===== src/rtl/xl_pkg.sv =====
package xl_pkg;

   localparam int ACC_W = 4;

   // access-kind codes
   localparam logic [ACC_W-1:0] A_FETCH_DISC = 4'd0;
   localparam logic [ACC_W-1:0] A_FETCH      = 4'd1;
   localparam logic [ACC_W-1:0] A_ADDR       = 4'd2;
   localparam logic [ACC_W-1:0] A_OPND       = 4'd3;
   localparam logic [ACC_W-1:0] A_MOVX       = 4'd4;
   localparam logic [ACC_W-1:0] A_WRITE      = 4'd5;
   localparam logic [ACC_W-1:0] A_ILOCK      = 4'd6;

   // segment descriptor bit positions
   localparam int SD_PERM_LO = 0;
   localparam int SD_VALID   = 2;
   localparam int SD_PRES    = 3;
   localparam int SD_CONTIG  = 4;
   localparam int SD_TRAP    = 5;
   localparam int SD_REF     = 6;
   localparam int SD_MOD     = 7;
   localparam int SD_LEN_LO  = 8;

   // page descriptor bit positions
   localparam int PD_PRES = 0;
   localparam int PD_MOD  = 1;
   localparam int PD_REF  = 2;
   localparam int PD_WFLT = 3;
   localparam int PD_LAST = 4;
   localparam int PD_HI_FLAG = 4;

   typedef enum logic [3:0] {
      F_NONE        = 4'd0,
      F_SECT_LEN    = 4'd1,
      F_SD_BAD      = 4'd2,
      F_SEG_ABSENT  = 4'd3,
      F_PTAB_ABSENT = 4'd4,
      F_PTAB_LEN    = 4'd5,
      F_ACCESS      = 4'd6,
      F_SEG_OFF     = 4'd7,
      F_PAGE_ABSENT = 4'd8,
      F_WPROT       = 4'd9,
      F_OBJ_TRAP    = 4'd10
   } fault_e;

   typedef struct packed {
      logic sec_over;
      logic sd_bad;
      logic sd_absent;
      logic paged;
      logic pdt_over;
      logic perm_deny;
      logic off_over;
      logic pg_absent;
      logic wprot;
      logic trap;
   } cond_t;

   function automatic logic exec_ok(input int code);
      return (code == int'(A_FETCH_DISC)) || (code == int'(A_FETCH));
   endfunction

   function automatic logic rdx_ok(input int code);
      return exec_ok(code) || (code == int'(A_ADDR)) ||
             (code == int'(A_OPND)) || (code == int'(A_MOVX));
   endfunction

   function automatic logic is_write(input logic [ACC_W-1:0] code);
      return (code == A_WRITE) || (code == A_ILOCK);
   endfunction

endpackage


===== src/rtl/xl_prio.sv =====
module xl_prio
   import xl_pkg::*;
(
   input  cond_t  cnd,
   input  logic   chk_en,
   output fault_e fault
);
   always_comb begin
      fault = F_NONE;
      if (cnd.sec_over)
         fault = F_SECT_LEN;
      else if (cnd.sd_bad)
         fault = F_SD_BAD;
      else if (cnd.sd_absent)
         fault = cnd.paged ? F_PTAB_ABSENT : F_SEG_ABSENT;
      else if (cnd.paged) begin
         if (cnd.pdt_over)
            fault = F_PTAB_LEN;
         else if (chk_en && cnd.perm_deny)
            fault = F_ACCESS;
         else if (cnd.off_over)
            fault = F_SEG_OFF;
         else if (cnd.pg_absent)
            fault = F_PAGE_ABSENT;
         else if (chk_en && cnd.wprot)
            fault = F_WPROT;
      end else begin
         if (chk_en && cnd.perm_deny)
            fault = F_ACCESS;
         else if (cnd.off_over)
            fault = F_SEG_OFF;
         else if (chk_en && cnd.trap)
            fault = F_OBJ_TRAP;
      end
   end
endmodule


===== config.mk =====
export PLATFORM = sky130hd
export DESIGN_NAME = xl_prio
export DESIGN_NICKNAME = d
export VERILOG_FILES = /design/src/rtl/xl_pkg.sv /design/src/rtl/xl_prio.sv
export SDC_FILE = /design/constraint.sdc
export NUM_CORES = 1
export LEC_CHECK = 0
export BUFFER_PORTS_ARGS = -buffer_cell sky130_fd_sc_hd__buf_4
export CORE_AREA = 2 2 39 41
export DETAILED_ROUTE_END_ITERATION = 12
export DIE_AREA = 0 0 41 43
export MAX_ROUTING_LAYER = met4
export PLACE_DENSITY = 0.41
export SETUP_SLACK_MARGIN = 0.05
export SYNTH_ARGS = -nofsm -noshare
export SYNTH_HDL_FRONTEND = slang
export SYNTH_SLANG_ARGS = --single-unit

===== constraint.sdc =====
create_clock -name vclk -period 0.8
set_clock_uncertainty 0.05 [all_clocks]
set_input_delay 0.04 -clock vclk [all_inputs]
set_output_delay 0.04 -clock vclk [all_outputs]
set_load 0.02 [all_outputs]

---- Yosys cells after proc, flatten, opt, wreduce, memory -nomap -nowiden ----
Cells that the tools add are included.
operators by class
  mux-type cells .......................... 13
  reduce and logical (&&, ||, !) cells .... 3
operators with widths
  kind               count
  two-way mux 4 bit  12
  logical AND 1 bit  3
  two-way mux 3 bit  1
storage, ports and cells
  bits in registers ....................... 0
  input bits .............................. 11
  output and inout port bits .............. 4
  word-level logic and storage cells ...... 16

---- Depth between registers and ports, before layout ----
Gate-level depths: netlist of the first run.
  depth in word-level cells ............... 10
  gate-level depth with buffers ........... 3
  gate-level depth less buffers ........... 3

---- Worst setup path after synthesis of the first run ----
No wires, ideal clock.
  path kind ............................... input-to-output
  from .................................... input cnd[0] (netlist name)
  to ...................................... output fault[1]
  arrival ................................. 875 ps
  data required time ...................... 710 ps
  path slack .............................. -165 ps
  stages on the path ...................... 3
  buffers on the path ..................... 0
  cells stage by stage .................... nor2b_1 o21ai_0 a311oi_1
on the way
  word-level cells in the longest chain between the ends .. 8
ends and longest elaborated chain
  element             line           RTL
  start: declaration  xl_prio.sv:4   input cond_t cnd,
  logical AND 1 bit   xl_prio.sv:32  else if (chk_en && cnd.trap)
  two-way mux 4 bit   xl_prio.sv:32
  two-way mux 4 bit   xl_prio.sv:30  else if (cnd.off_over)
  two-way mux 4 bit   xl_prio.sv:28  if (chk_en && cnd.perm_deny)
  two-way mux 4 bit   xl_prio.sv:16  else if (cnd.paged) begin
  two-way mux 4 bit   xl_prio.sv:14  else if (cnd.sd_absent)
  two-way mux 4 bit   xl_prio.sv:12  else if (cnd.sd_bad)
  two-way mux 4 bit   xl_prio.sv:10  if (cnd.sec_over)
  end: declaration    xl_prio.sv:6   output fault_e fault
Every way passes these cells.

---- Worst setup path after layout of the first run ----
  from .................................... input cnd[4] (netlist name)
  to ...................................... output fault[0]
on the way
  word-level cells in the longest chain between the ends .. 7
ends and longest elaborated chain
  element              line                          RTL
  logical AND 1 bit *  xl_prio.sv:19, xl_prio.sv:28
  two-way mux 4 bit    xl_prio.sv:19                 else if (chk_en && cnd.perm_deny)
  two-way mux 4 bit    xl_prio.sv:17                 if (cnd.pdt_over)
  two-way mux 4 bit *  xl_prio.sv:16
  two-way mux 4 bit *  xl_prio.sv:14
  two-way mux 4 bit *  xl_prio.sv:12
  two-way mux 4 bit *  xl_prio.sv:10
Every way passes the cells marked *; elsewhere a longest branch is shown, timed or not.

==> results of run 1 <==
==> routing by layer <==
layer	vias to the layer above	track usage (%)
li1	139	-
met1	128	10.4
met2	12	14.4
met3	0	0
met4	0	0
met5	-	-
==> cells in the mapped netlist <==
cell type	count	share of area, %
sky130_fd_sc_hd__nor3b_1	2	10
sky130_fd_sc_hd__a211oi_1	2	10
sky130_fd_sc_hd__a21oi_1	1	3.4
sky130_fd_sc_hd__a311oi_1	2	12
sky130_fd_sc_hd__a211o_1	1	5.9
sky130_fd_sc_hd__nor2_1	2	5.0
sky130_fd_sc_hd__inv_1	2	5.0
sky130_fd_sc_hd__nor3_1	3	10
sky130_fd_sc_hd__o21ai_0	3	10
sky130_fd_sc_hd__nor2b_1	1	4.2
sky130_fd_sc_hd__nand2_1	5	13
sky130_fd_sc_hd__a21oi_2	1	5.9
sky130_fd_sc_hd__o22a_1	1	5.9
==> per-stage QoR <==
| stage | util, % | area [um^2] | total power [mW] | cells |
|---|---|---|---|---|
| finish | 29.8 | 413 | 0.216 | 61 |
| floorplan | - | 160 | 0.0628 | 26 |
| global placement | 22.8 | 315 | 0.164 | 60 |
| global route | 29.8 | 413 | 0.231 | 61 |
| CTS | 28.5 | 394 | 0.206 | 61 |
| detailed placement | 22.8 | 315 | 0.162 | 60 |
==> logic make-up after synthesis <==
group | after synthesis | synth area share [%]
AO/OA/AOI/OAI | 11 | 52.9
buffers and inverters | 2 | 5.04
AND/OR/NAND/NOR | 13 | 42.0
==> final timing paths <==
| kind | slack [ns] | end | start | cells after the start |
|---|---|---|---|---|
| worst max-delay path | 0.004 | fault[0] | cnd[4] | 5 |
| worst min-delay path | 0.38 | fault[0] | cnd[9] | 4 |
==> layout by cell type, fill, tap and decap left out, types with 2 or more instances in the layout <==
master,synthesis,final
sky130_fd_sc_hd__o21ai_1,0,2
sky130_fd_sc_hd__buf_6,0,4
sky130_fd_sc_hd__nand2_1,5,4
sky130_fd_sc_hd__buf_8,0,2
sky130_fd_sc_hd__buf_4,0,12
sky130_fd_sc_hd__nor3b_2,0,2
sky130_fd_sc_hd__nor3_1,3,2
sky130_fd_sc_hd__a21oi_2,1,2
sky130_fd_sc_hd__a211oi_2,0,2
==> power groups by stage <==
stage | registers [mW] | clock network [mW] | logic (mW)
detailed placement | 0 | 0 | 0.162
global placement | 0 | 0 | 0.164
finish | 0 | 0 | 0.216
CTS | 0 | 0 | 0.206
floorplan | 0 | 0 | 0.0628
global route | 0 | 0 | 0.231
==> what timing repair did <==
action,in CTS,in global routing
setup endpoints to repair,4,4
hold endpoints to repair,0,0
buffers inserted,1,0
resized for setup,23,4
pin swaps,7,6
==> final cells by class <==
cell class                 instances  area share (%)
timing repair buffer              19            44.8
tap                               16            4.85
inverter                           2            2.42
multi-input combinational         24            47.9
==> results.env, run 1 <==
FLOORPLAN.ROWS=14
GP_CONGESTION=0.669
STANDBY_LEAKAGE_POWER_nW=0.166
DIE_HEIGHT_UM=43
CP_SLOWEST_CELL='sky130_fd_sc_hd__a211oi_2'
HIGHEST_CLOCK_FREQUENCY_THE_DESIGN_CAN_MEET_MHz=1260
GLOBAL_ROUTE_WIRE_LENGTH_BEFORE_REPAIR_UM=1010
ANTENNA_VIOLATIONS_BEFORE_REPAIR=0
CELL_INTERNAL_PWR_mW=0.120
RUN_STATUS='completed'
PATH_DELAY_FAMILY='compound AO/OA/AOI/OAI gates'
AVGSYNTHCELLAREA_UM2=5.73
FINALHOLDWORSTSLACK_NS=0.376
STORAGE_ELEMENT_AREA_UM2=0
SYNTH.LIB_CELLS_USED.DISTINCT=13
NFILLCELLS=165
TIMING.FINAL.CRIT_SHARE_PCT=99.5
HP-CLASS='input port to output port'
DRC=0
TOPROUTINGLAYERUSED='met3'
TIMING_WORST_SLEW_PIN_VALUE_NS=0.212
TIMING.CRITICAL_PATH.FROM_TYPE='input port'
PRE_CTS_WS_NS=-0.156
CORE-AREA_UM2=1380
YOSYSWARNINGCOUNT=0
MULTI_INPUT_AREA_UM2=198
INITIAL_UTILIZATION_PCT=10.8
SLEW-LIMIT-HEADROOM_PCT=85.8
NET-SWITCHING-POWER_mW=0.0965
TIMING.FINAL.WS_SETUP_NS=0.00436
SETUP_REPAIR_AFTER_GLOBAL_ROUTING_MISSED_ITS_MARGIN='true'
SYNTH_FP_NETS=37
POWER.COMBINATIONAL.FRACTION_PCT=100.0
DRT-TOTAL-WL_UM=678
DIE_AREA_UM2=1760
FRACTION_OF_LAYOUT_CELLS_WITH_A_SIZE_SUFFIX_ABOVE_1_PCT=73.3
CTSHOLDBUFFERS=0
IO_PINS=15
FINAL_ANTENNA_DIODE_COUNT=0
ROUTEDLENGTHMET1_UM=273
WL_MET3_UM=62
FINAL_MAX_SLEW_VIOL_COUNT=0
CRITICAL_PATH_REQUIRED_NS=0.71
FP.DIEW_UM=41
SW_RATIO_PCT=44.6
CRITICAL_PATH.CELL_CHAIN='buf_6 -> a211oi_2 -> a211oi_2 -> o21ai_1 -> buf_4'
ANTENNA_VIOLATING_NETS_POST_ROUTE=0
WORST_PATH_MOST_REPEATED_CELL='sky130_fd_sc_hd__a211oi_2'
POWER.DENSITY_CELL_AREA_nW_PER_UM2=523
SYNTH_CELLS=26
LAYOUT.NETS=58
CP_NUM_BUF_INV=2
CONGESTION_OVERFLOW_GR=0
FINALSETUPVIOLATIONS=0
FIRSTDRTPASSITERS=2
AREA_GROWTH_PCT=177
SYNTH_SEQ_AREA_SHARE_PCT=0
VIA_CELL_RATIO=4.57
CRITICAL_PATH_PEAK_FANOUT=4
LARGEST_NET_DEGREE_AT_THE_START_OF_GLOBAL_ROUTING=8
SUM_OF_NEGATIVE_SETUP_SLACK_NS=0
DR.FIRST_ITER.DRC_COUNT=1
NUMSEQUENTIALCELLS=0
N_CLOCK_BUFFER=0
MAX-CAP-VIOLATIONS=0
TIMING_WORST_SETUP_PATH_TYPE='input port to output port'
GRT_PASS1_VIAS=262
GRT_UTIL_ALL_LAYERS_PCT=8.09
NUMPORTBUFFERS=15
FINAL_HOLD_VIOL_COUNT=0
HPWL_UM=493
IR_DROP_V=0.000224
CRITICAL-PATH-MAX-STAGE-DELAY_NS=0.23
MET2WIRELENGTH_UM=342
KIND_OF_CAPTURE_POINT_OF_THE_WORST_SETUP_PATH='output port'
P_SEQ_SHARE_PCT=0
CRITPATHARRIVALTIME_NS=0.71
PERIOD_MINUS_SLACK_NS=0.796
VIAS=279
PWR-SHARE-CLK_PCT=0
WL_PER_CELL_UM=11.1
NETLIST_AREA_BEFORE_PLACEMENT_UM2=149
Note: power is estimated with default switching activity, not from simulation.
==> run 2, diff against run 1 <==
--- a/config.mk
+++ b/config.mk
@@ -8,2 +8,3 @@
 export BUFFER_PORTS_ARGS = -buffer_cell sky130_fd_sc_hd__buf_4
+export CAP_MARGIN = 25
 export CORE_AREA = 2 2 39 41
@@ -14,2 +15,3 @@
 export SETUP_SLACK_MARGIN = 0.05
+export SLEW_MARGIN = 20
 export SYNTH_ARGS = -nofsm -noshare
==> constraint.sdc (replaced) <==
create_clock -name vclk -period 0.8
set_clock_uncertainty 0.05 [all_clocks]
set_input_delay 0.12 -clock vclk [all_inputs]
set_output_delay 0.12 -clock vclk [all_outputs]
set_load 0.02 [all_outputs]
==> results.env, run 2 (synthesis gave the netlist of run 1 again) <==
GRT_UTIL_ALL_LAYERS_PCT=8.30  # +0.21 points
NUMPORTBUFFERS=15  # unchanged
FINAL_STD_CELL_AREA_NO_FILL_UM2=527  # +28%
ANTENNA_VIOLATIONS_BEFORE_REPAIR=0  # unchanged
TIMING.FINAL.WS_SETUP_NS=-0.167  # -0.171 ns
VIOLATIONS='setup timing'
AREA_GROWTH_PCT=254
CONGESTION_OVERFLOW_GR=0  # unchanged
CRITICAL_PATH.STARTPOINT='cnd[2]'
VIAS=273  # -2.2%
PRE_CTS_WS_NS=-0.221  # -0.0652 ns
LAYOUT_COMMON_CELLS='9 x sky130_fd_sc_hd__buf_6, 5 x sky130_fd_sc_hd__buf_4, 3 x sky130_fd_sc_hd__o21ai_2, 3 x sky130_fd_sc_hd__buf_8'
TIMING.CRITICAL_PATH.FROM_TYPE='input port'
FINAL_HOLD_VIOL_COUNT=0  # unchanged
RUN_STATUS='finished, violations left'
TIMING_WORST_SETUP_PATH_TYPE='input port to output port'
FRACTION_OF_LAYOUT_CELLS_WITH_A_SIZE_SUFFIX_ABOVE_1_PCT=88.9  # +16 points
ANTENNA_VIOLATING_NETS_POST_ROUTE=0  # unchanged
CRITICAL_PATH_PEAK_FANOUT=2  # -2
IR_DROP_V=0.000193  # -14%
HPWL_UM=542  # +9.9%
DRC=0  # unchanged
GRT_PASS1_VIAS=250  # -4.6%
STANDBY_LEAKAGE_POWER_nW=0.197  # +19%
SETUP_REPAIR_AFTER_GLOBAL_ROUTING_MISSED_ITS_MARGIN='true'
FLOORPLAN.ROWS=14  # unchanged
PERIOD_MINUS_SLACK_NS=0.967  # +0.171 ns
WORST_HOLD_STARTPOINT='cnd[3]'
KIND_OF_CAPTURE_POINT_OF_THE_WORST_SETUP_PATH='output port'
GP_CONGESTION=0.799  # +19%
CRITPATHARRIVALTIME_NS=0.80  # +0.09 ns
NUMSEQUENTIALCELLS=0  # unchanged
TIMING.FINAL.CRIT_SHARE_PCT=121  # +21 points
LAYOUT_COMMONEST_CELL='sky130_fd_sc_hd__buf_6'
FINAL_MAX_SLEW_VIOL_COUNT=0  # unchanged
TIMING_WORST_SLEW_PIN_VALUE_NS=0.234  # +0.0216 ns
FP.DIEW_UM=41  # unchanged
IO_PINS=15  # unchanged
FIRSTDRTPASSITERS=2  # unchanged
HP-CLASS='input port to output port'
WL_PER_CELL_UM=11.1  # +0.15%
HIGHEST_CLOCK_FREQUENCY_THE_DESIGN_CAN_MEET_MHz=1030  # -18%
STORAGE_ELEMENT_AREA_UM2=0  # unchanged
INITIAL_UTILIZATION_PCT=10.8  # unchanged
SUM_OF_NEGATIVE_SETUP_SLACK_NS=-0.583  # -0.583 ns
N_CLOCK_BUFFER=0  # unchanged
SLEW-LIMIT-HEADROOM_PCT=84.3  # -1.4 points
LAYOUT.NETS=58  # unchanged
DIE_AREA_UM2=1760  # unchanged
VIA_CELL_RATIO=4.48  # -2.2%
TOTALPOWERFINAL_mW=0.279  # +29%
FINALSETUPVIOLATIONS=4  # +4
DIE_HEIGHT_UM=43  # unchanged
LARGEST_NET_DEGREE_AT_THE_START_OF_GLOBAL_ROUTING=8  # unchanged
GLOBAL_ROUTE_WIRE_LENGTH_BEFORE_REPAIR_UM=1100  # +8.9%
FINAL_ANTENNA_DIODE_COUNT=0  # unchanged
PLACE_AREA_UM2=393  # +25%
MAX-CAP-VIOLATIONS=0  # unchanged
POWER.DENSITY_CELL_AREA_nW_PER_UM2=530  # +1.3%
DR.FIRST_ITER.DRC_COUNT=1  # unchanged
CTSHOLDBUFFERS=0  # unchanged
CORE-AREA_UM2=1380  # unchanged
FINAL_UTIL_PCT=38.1  # +8.2 points
NFILLCELLS=138  # -16%
DRT-TOTAL-WL_UM=679  # +0.15%
CRITICAL_PATH_REQUIRED_NS=0.63  # -0.08 ns
==> run 2: cell types whose count changed in the layout (fill, tap and decap cells not counted), moves of 2 or more <==
| cell | previous run | this run |
|---|---|---|
| sky130_fd_sc_hd__buf_4 | 12 | 5 |
| sky130_fd_sc_hd__buf_6 | 4 | 9 |
| sky130_fd_sc_hd__nand2_1 | 4 | 2 |
| sky130_fd_sc_hd__nor3_1 | 2 | 0 |
| sky130_fd_sc_hd__o21ai_1 | 2 | 0 |
| sky130_fd_sc_hd__o21ai_2 | 1 | 3 |
==> run 2: layer usage <==
metal / part of all wire [%] / wire, um / track usage [%]
met1: 44 / 299 / 13.0
met2: 47 / 321 / 11.9
met3: 8.5 / 58 / 1.05
met4: 0 / 0 / 0
met5: 0 / 0 / -
==> run 2: worst max-delay path: stages <==
cell                      delay [ns]
sky130_fd_sc_hd__buf_8          0.08
sky130_fd_sc_hd__inv_8          0.03
sky130_fd_sc_hd__a211o_1        0.31
sky130_fd_sc_hd__a21oi_4        0.13
sky130_fd_sc_hd__buf_6          0.13
==> run 2: power breakdown <==
| group | total [mW] | leakage, nW | switching (mW) | internal (mW) |
|---|---|---|---|---|
| combinational | 0.279 | 0.197 | 0.125 | 0.155 |
| sequential | 0 | 0 | 0 | 0 |
| clock | 0 | 0 | 0 | 0 |
==> run 2: path summary, 6_finish.rpt <==
path	end	slack (ns)	cells after the start
worst max-delay path	fault[3]	-0.17	5
worst min-delay path	fault[0]	0.51	4
==> run 2: layout make-up <==
type                            count  area, um^2  share of cell area [%]
Inverter                            2        20.0                    3.80
Tap cell                           16        20.0                    3.80
Timing Repair Buffer               19         224                    42.5
Multi-Input combinational cell     24         263                    49.9
==> run 2: repair_timing <==
item                                    in CTS  in global routing
buffers inserted                             0                  0
resized for setup                           22                 11
endpoints found under the setup margin       4                  4
pin swaps                                    4                  5
==> run 2: metrics by stage <==
stage,std cells,hold WS (ns)
5_1_grt,61,0.536
3_5_place_dp,61,0.533
2_1_floorplan,26,0.221
3_3_place_gp,61,0.531
6_report,61,0.513
4_1_cts,61,0.505
